## src/rtl/hbd_pkg.sv

```systemverilog
package hbd_pkg;
    typedef enum logic [1:0] {
        FLT_RUN  = 2'd0,
        FLT_HOLD = 2'd1,
        FLT_WAIT = 2'd2
    } flt_state_t;

    typedef enum logic [1:0] {
        PH_OFF = 2'd0,
        PH_HI  = 2'd1,
        PH_LO  = 2'd2
    } phase_state_t;

    typedef enum logic {
        SIDE_HI = 1'b0,
        SIDE_LO = 1'b1
    } side_t;
endpackage

```

## src/rtl/hbd_fault_fsm.sv

```systemverilog
module hbd_fault_fsm
    import hbd_pkg::*;
(
    input  logic clk,
    input  logic rst_n,
    input  logic oc_trip,
    input  logic sd_n_in,
    output logic od_pull,
    output logic run_ok
);
    flt_state_t st_q, st_d;

    always_comb begin
        st_d = st_q;
        unique case (st_q)
            FLT_RUN:  if (oc_trip) st_d = FLT_HOLD;
            FLT_HOLD: if (!sd_n_in) st_d = FLT_WAIT;
            FLT_WAIT: begin
                if (oc_trip)      st_d = FLT_HOLD;
                else if (sd_n_in) st_d = FLT_RUN;
            end
            default: st_d = FLT_HOLD;
        endcase
    end

    always_ff @(posedge clk or negedge rst_n) begin
        if (!rst_n) st_q <= FLT_RUN;
        else        st_q <= st_d;
    end

    always_comb begin
        od_pull = (st_q == FLT_HOLD);
        run_ok  = (st_q == FLT_RUN);
    end

    // a trip outside the hold engages the pull-down at the next edge
    assert_trip_engages_R6: assert property (@(posedge clk) disable iff (!rst_n)
        (oc_trip && !od_pull) |=> od_pull);
    // a low line always releases the pull-down, even with a trip present
    assert_low_line_releases_R7: assert property (@(posedge clk) disable iff (!rst_n)
        (od_pull && !sd_n_in) |=> !od_pull);
    // leaving the hold never lands directly in the running state
    assert_wait_after_hold_R8: assert property (@(posedge clk) disable iff (!rst_n)
        od_pull |=> !run_ok);
endmodule

```

## src/rtl/hbd_phase_fsm.sv

```systemverilog
module hbd_phase_fsm
    import hbd_pkg::*;
#(
    parameter int DEAD_CYC = 18
) (
    input  logic clk,
    input  logic rst_n,
    input  logic allow,
    input  logic cmd_hi,
    input  logic cmd_lo,
    output logic q_hi,
    output logic q_lo
);
    localparam int CW = $clog2(DEAD_CYC + 1);
    localparam logic [CW-1:0] RELOAD = CW'(DEAD_CYC - 1);

    phase_state_t ph_q, ph_d;
    logic [CW-1:0] cnt_q, cnt_d;
    side_t last_q, last_d;
    logic want_hi, want_lo, expired;

    always_comb begin
        want_hi = allow && cmd_hi && !cmd_lo;
        want_lo = allow && cmd_lo && !cmd_hi;
        expired = (cnt_q == '0);
    end

    always_comb begin
        ph_d   = ph_q;
        last_d = last_q;
        cnt_d  = expired ? cnt_q : cnt_q - 1'b1;
        unique case (ph_q)
            PH_OFF: begin
                if (want_hi && (expired || last_q == SIDE_HI))      ph_d = PH_HI;
                else if (want_lo && (expired || last_q == SIDE_LO)) ph_d = PH_LO;
            end
            PH_HI: if (!want_hi) begin
                ph_d = PH_OFF; cnt_d = RELOAD; last_d = SIDE_HI;
            end
            PH_LO: if (!want_lo) begin
                ph_d = PH_OFF; cnt_d = RELOAD; last_d = SIDE_LO;
            end
            default: ph_d = PH_OFF;
        endcase
    end

    always_ff @(posedge clk or negedge rst_n) begin
        if (!rst_n) begin
            ph_q   <= PH_OFF;
            cnt_q  <= '0;
            last_q <= SIDE_HI;
        end else begin
            ph_q   <= ph_d;
            cnt_q  <= cnt_d;
            last_q <= last_d;
        end
    end

    always_comb begin
        q_hi = (ph_q == PH_HI);
        q_lo = (ph_q == PH_LO);
    end

    // the opposite side cannot follow on the edge after a turn-off
    assert_gap_hi_lo_R4: assert property (@(posedge clk) disable iff (!rst_n)
        $fell(q_hi) |-> !q_lo);
    assert_gap_lo_hi_R4: assert property (@(posedge clk) disable iff (!rst_n)
        $fell(q_lo) |-> !q_hi);
    // contradictory commands never leave a side on
    assert_interlock_R2: assert property (@(posedge clk) disable iff (!rst_n)
        (cmd_hi && cmd_lo) |=> (!q_hi && !q_lo));
endmodule

```

## src/rtl/hb_gate_ctrl.sv

```systemverilog
module hb_gate_ctrl #(
    parameter int DEAD_CYC = 18
) (
    input  logic clk,
    input  logic rst_n,
    input  logic cmd_hi,
    input  logic cmd_lo,
    input  logic sd_n_in,
    input  logic oc_trip,
    input  logic uv_flag,
    output logic gate_hi,
    output logic gate_lo,
    output logic od_pull
);
    logic run_ok, allow, q_hi, q_lo;

    hbd_fault_fsm u_fault (
        .clk     (clk),
        .rst_n   (rst_n),
        .oc_trip (oc_trip),
        .sd_n_in (sd_n_in),
        .od_pull (od_pull),
        .run_ok  (run_ok)
    );

    always_comb allow = run_ok && sd_n_in && !uv_flag && !oc_trip;

    hbd_phase_fsm #(.DEAD_CYC(DEAD_CYC)) u_phase (
        .clk    (clk),
        .rst_n  (rst_n),
        .allow  (allow),
        .cmd_hi (cmd_hi),
        .cmd_lo (cmd_lo),
        .q_hi   (q_hi),
        .q_lo   (q_lo)
    );

    // fast path: a trip kills both sides without a clock edge
    always_comb begin
        gate_hi = q_hi && !oc_trip;
        gate_lo = q_lo && !oc_trip;
    end

    // both sides never on together
    assert_no_shoot_through_R11: assert property (@(posedge clk) disable iff (!rst_n)
        !(gate_hi && gate_lo));
    // a low shutdown line clears both sides at the next edge
    assert_shutdown_clears_R1: assert property (@(posedge clk) disable iff (!rst_n)
        !sd_n_in |=> (!gate_hi && !gate_lo));
    // undervoltage clears both sides at the next edge
    assert_uv_clears_R9: assert property (@(posedge clk) disable iff (!rst_n)
        uv_flag |=> (!gate_hi && !gate_lo));
    // while the pull-down is held no side is driven
    assert_hold_blocks_R8: assert property (@(posedge clk) disable iff (!rst_n)
        od_pull |-> (!gate_hi && !gate_lo));
endmodule

```

## config.mk

```make
export PLATFORM = sky130hd
export DESIGN_NAME = hb_gate_ctrl
export DESIGN_NICKNAME = d
export VERILOG_FILES = /design/src/rtl/hbd_pkg.sv /design/src/rtl/hbd_fault_fsm.sv /design/src/rtl/hbd_phase_fsm.sv /design/src/rtl/hb_gate_ctrl.sv
export SDC_FILE = /design/constraint.sdc
export NUM_CORES = 1
export LEC_CHECK = 0
export ABC_CLOCK_PERIOD_IN_PS = 4200
export BUFFER_PORTS_ARGS = -buffer_cell sky130_fd_sc_hd__buf_2
export CORE_MARGIN = 3
export CORE_UTILIZATION = 40
export DETAILED_ROUTE_END_ITERATION = 12
export PLACE_DENSITY_LB_ADDON = 0.05
export SLEW_MARGIN = 25
export SYNTH_ARGS = -nofsm -noshare
export SYNTH_HDL_FRONTEND = slang
export SYNTH_SLANG_ARGS = --single-unit
```

## constraint.sdc

```tcl
create_clock -name clk -period 4.2 [get_ports clk]
set_clock_uncertainty 0.2 [all_clocks]
set_input_delay 0.63 -clock clk [delete_from_list [all_inputs] [get_ports clk]]
set_output_delay 0.63 -clock clk [all_outputs]
set_load 0.01 [all_outputs]
```

==> metrics list <==
* Run status: finished, final reports clean
- Clk Latency, worst-skew pair: 0.27 ns
* Sequence of cells on the critical path: inv_1 > ha_1 > or4b_4 > and2_4 > o31a_2 > o2bb2a_2
- TritonCTS built the clock tree.
- Worst EP required: 4.16 ns
* Gpl congestion: 0.744
- Total CTS buffers: 3
- The number of gates resized after CTS was 0.
* Net Sw Power: 143 uW
* Endpoints failing hold: 0
- Largest area contributor in the synthesized netlist: sky130_fd_sc_hd__dfrtp_1
* Total Nets Final: 88
- Unrepaired setup endpoints after global routing: false
* Routed length per instance: 13.1 um
* Count of flip-flops with a built-in enable after synthesis: 0
- The routed design could run at a clock period as short as 2.21 ns.
- DIE WIDTH: 45.0 um
- Clock-pin slew was measured on the worst setup and hold paths at 0.07 ns.
- The first global-routing pass estimated 2.07 mm of wire.
* Class of the tightest hold or removal check: in -> reg
- Sort of element at the end of the critical path: flop
- Actual transition at the worst max-transition pin: 0.757 ns
- Final-report max-slew violation count: 0
- After layout, the design draws a total of 408 uW.
* Crit path max fanout: 4
- Fin util: 52.7%
- Layout Cell Area excl Fill: 719 sq um
- Power share of the combinational group: 39.6%
- Achievable clock frequency: 452 MHz
- After routing, the total negative slack on setup checks comes to 0 ns.
* Worst slew margin relative to its limit: 48.8%
- In this run the vertical extent of the chip is 45.0 um.
- The analysis attributes to cell leakage a power of 0.350 nW.
- DP Area: 673 sq um
- Of the cells placed in the final design, the portion with a size suffix greater than 1 is 23.7%.
* Average footprint of a synthesized cell: 9.83 sq um
- Clock sink count: 10
- Largest cells by area after synthesis: sky130_fd_sc_hd__dfrtp_1 41%, sky130_fd_sc_hd__ha_1 8.2%, sky130_fd_sc_hd__xnor2_1 4.3%
- Number of register bits inferred by synthesis: 10
* Hold slack: 0.324 ns
* Number of placed instances with taps included: 86
- Number of global-route vias before repair: 460
* Initial DRC count: 1
- Prior to clock tree synthesis, the placed netlist has a worst setup slack of 2.00 ns.
* Final critical-path setup slack: 1.99 ns
- For this run, the number of standard cells in the final layout without fillers is 91.
- Total via count in the routed design: 477
* Fraction of post-synthesis cell area in the top cell type by area: 41.1%
* Seq/Total Area, Yosys: 41.1%
* Main flop type after synthesis: sky130_fd_sc_hd__dfrtp_1
* Share of power burned in the clock network: 21.5%
- Number of nets still failing antenna checks after routing: 0
- For this design the top-level I/O count stands at 10.
- Counting flops with an async set or reset pin after synthesis yields a share of 100%.
* DR vias/cell: 5.24
* Crit-path max cell delay: 0.49 ns
* Post-synthesis instance total: 62
- In the final layout, flip-flops and latches occupy 250 sq um.
- Sequential cells burn 38.9% of the power.
* Synthesized area: 609 sq um
- Total of buffers placed on input and output ports: 9
- Largest net degree at the start of global routing: 11
- H-tree level count: 1
- Worst setup path category: reg -> reg
- Number of unique standard cell types used by synthesis: 25
* Total Wirelength: 1.19 mm
* Root Driver: sky130_fd_sc_hd__clkbuf_4
- Power spread over the standard cell area amounts to 567 nW/um^2.
- Post-CTS Setup Inserts: 0
* Placeable core region: 1370 sq um
- Global routing usage summed across all routing layers: 15.5%
- Final setup vio count: 0
* Number of optimization iterations in the first detailed-route pass: 3
- The die covers 2030 sq um.
- Synth Net Count: 73
* Crit-path slowest cell: sky130_fd_sc_hd__or4b_4
- From synthesis to final layout, the design area changed by 18.1%.
- Antenna violations before repair: 0
* Worst-case clock buffer depth: 2
- Half-perimeter wire length after detailed placement: 921 um
* Crit path launch type: flop
- In this run the core area contains 13 standard-cell rows.
- Share of the cycle needed by the critical path after routing: 52.6%
- The repair_antennas step left the layout with diodes totalling 0.
* Fillers: 136
- In this run switching power makes up 35.0% of total power.
- Cell internal power dissipation: 265 uW
* DR DRC count: 0
* Remaining global-route overflow: 0
- STA puts the critical path data arrival time at 2.17 ns.
- For this configuration, the core starts out at a cell density of 44.6%.
- During synthesis, Yosys emitted a total of 0 warnings.
- Max-Cap Viols: 0
- The multi-input combinational cells in the finished layout cover a total of 340 sq um.
- Across the VDD grid, the largest voltage drop is 0.270 mV.
[placed cells by master (no fill, tap or decap), drive strengths merged, types with 2 or more instances in the layout]
cell type | netlist | routed
nor3 | 3 | 3
nor2b | 4 | 4
nor2 | 6 | 6
inv | 5 | 5
nor3b | 3 | 3
buf | 0 | 9
and3b | 2 | 2
dfrtp | 10 | 10
xnor2 | 3 | 3
ha | 4 | 4
o21ai | 2 | 2
clkbuf | 0 | 4
a21oi | 3 | 3
nand2 | 4 | 4
[kinds of logic after synthesis]
family / after synthesis / synth area share [%]
AO/OA/AOI/OAI: 12 / 14.8
buffers and inverters: 5 / 3.08
AND/OR/NAND/NOR: 27 / 26.7
flip-flops: 10 / 41.1
adder cells (fa/ha/maj): 4 / 8.21
multiplexers: 1 / 1.85
XOR/XNOR: 3 / 4.31
[power groups by stage]
stage	logic (mW)	registers, mW	clock network (mW)
after CTS	0.163	0.159	0.0917
after detailed placement	0.162	0.161	0
after floorplan	0.130	0.153	0
final	0.161	0.159	0.0877
after global routing	0.187	0.165	0.0977
after global placement	0.159	0.161	0
[worst max-delay path: cells and delay by family (launching register included)]
family,cells,cell delay [ns]
AO/OA/AOI/OAI,2,0.53
adder cells (fa/ha/maj),1,0.23
flip-flops,1,0.38
AND/OR/NAND/NOR,2,0.67
buffers and inverters,1,0.09
[worst paths after layout]
kind | start | end | slack, ns | depth (start not counted)
setup / recovery | u_phase.cnt_q[0]$_DFF_PN0_ | u_phase.ph_q[1]$_DFFE_PN0P_ | 1.99 | 6
hold / removal | sd_n_in | u_fault.st_q[1]$_DFFE_PN0P_ | 0.32 | 2
setup reg to reg | u_phase.cnt_q[0]$_DFF_PN0_ | u_phase.ph_q[1]$_DFFE_PN0P_ | 1.99 | 6
hold reg to reg | u_fault.st_q[1]$_DFFE_PN0P_ | u_fault.st_q[1]$_DFFE_PN0P_ | 0.36 | 2
max in group asynchronous | rst_n | u_phase.cnt_q[0]$_DFF_PN0_ | 3.06 | 2
min in group asynchronous | rst_n | u_phase.cnt_q[3]$_DFF_PN0_ | 0.54 | 2
[cell usage after synthesis (2+ instances only)]
master and instances:
sky130_fd_sc_hd__dfrtp_1 10, sky130_fd_sc_hd__nor2_1 6, sky130_fd_sc_hd__inv_1 5, sky130_fd_sc_hd__ha_1 4, sky130_fd_sc_hd__nand2_1 4, sky130_fd_sc_hd__nor2b_1 4, sky130_fd_sc_hd__a21oi_1 3, sky130_fd_sc_hd__nor3_1 3
sky130_fd_sc_hd__nor3b_1 3, sky130_fd_sc_hd__xnor2_1 3, sky130_fd_sc_hd__and3b_1 2, sky130_fd_sc_hd__o21ai_0 2
[cell type report]
| class | instances | share of cell area (%) |
|---|---|---|
| inverters | 5 | 2.61 |
| flip-flops and latches | 10 | 34.8 |
| multi-input cells | 47 | 47.3 |
| clock buffers | 4 | 5.04 |
| repair buffers | 10 | 7.65 |
| well taps | 15 | 2.61 |
[per-layer routing]
metal / GRT usage, % / part of all wire [%]
met2: 19.8 / 42
met3: 7.17 / 4.6
met4: 12.3 / 3.4
met1: 19.5 / 50
met5: 0 / 0
[sequential cells by signal, indices dropped and copies added, names as in the netlist]
signal and count:
u_fault.st_q 2, u_phase.last_q 1, u_phase.cnt_q 5, u_phase.ph_q 2
[what timing repair did]
item,CTS,global route
endpoints found under the setup margin,0,0
hold buffers,0,1
hold endpoints to repair,0,1
Note: power is estimated with default switching activity, not from simulation.
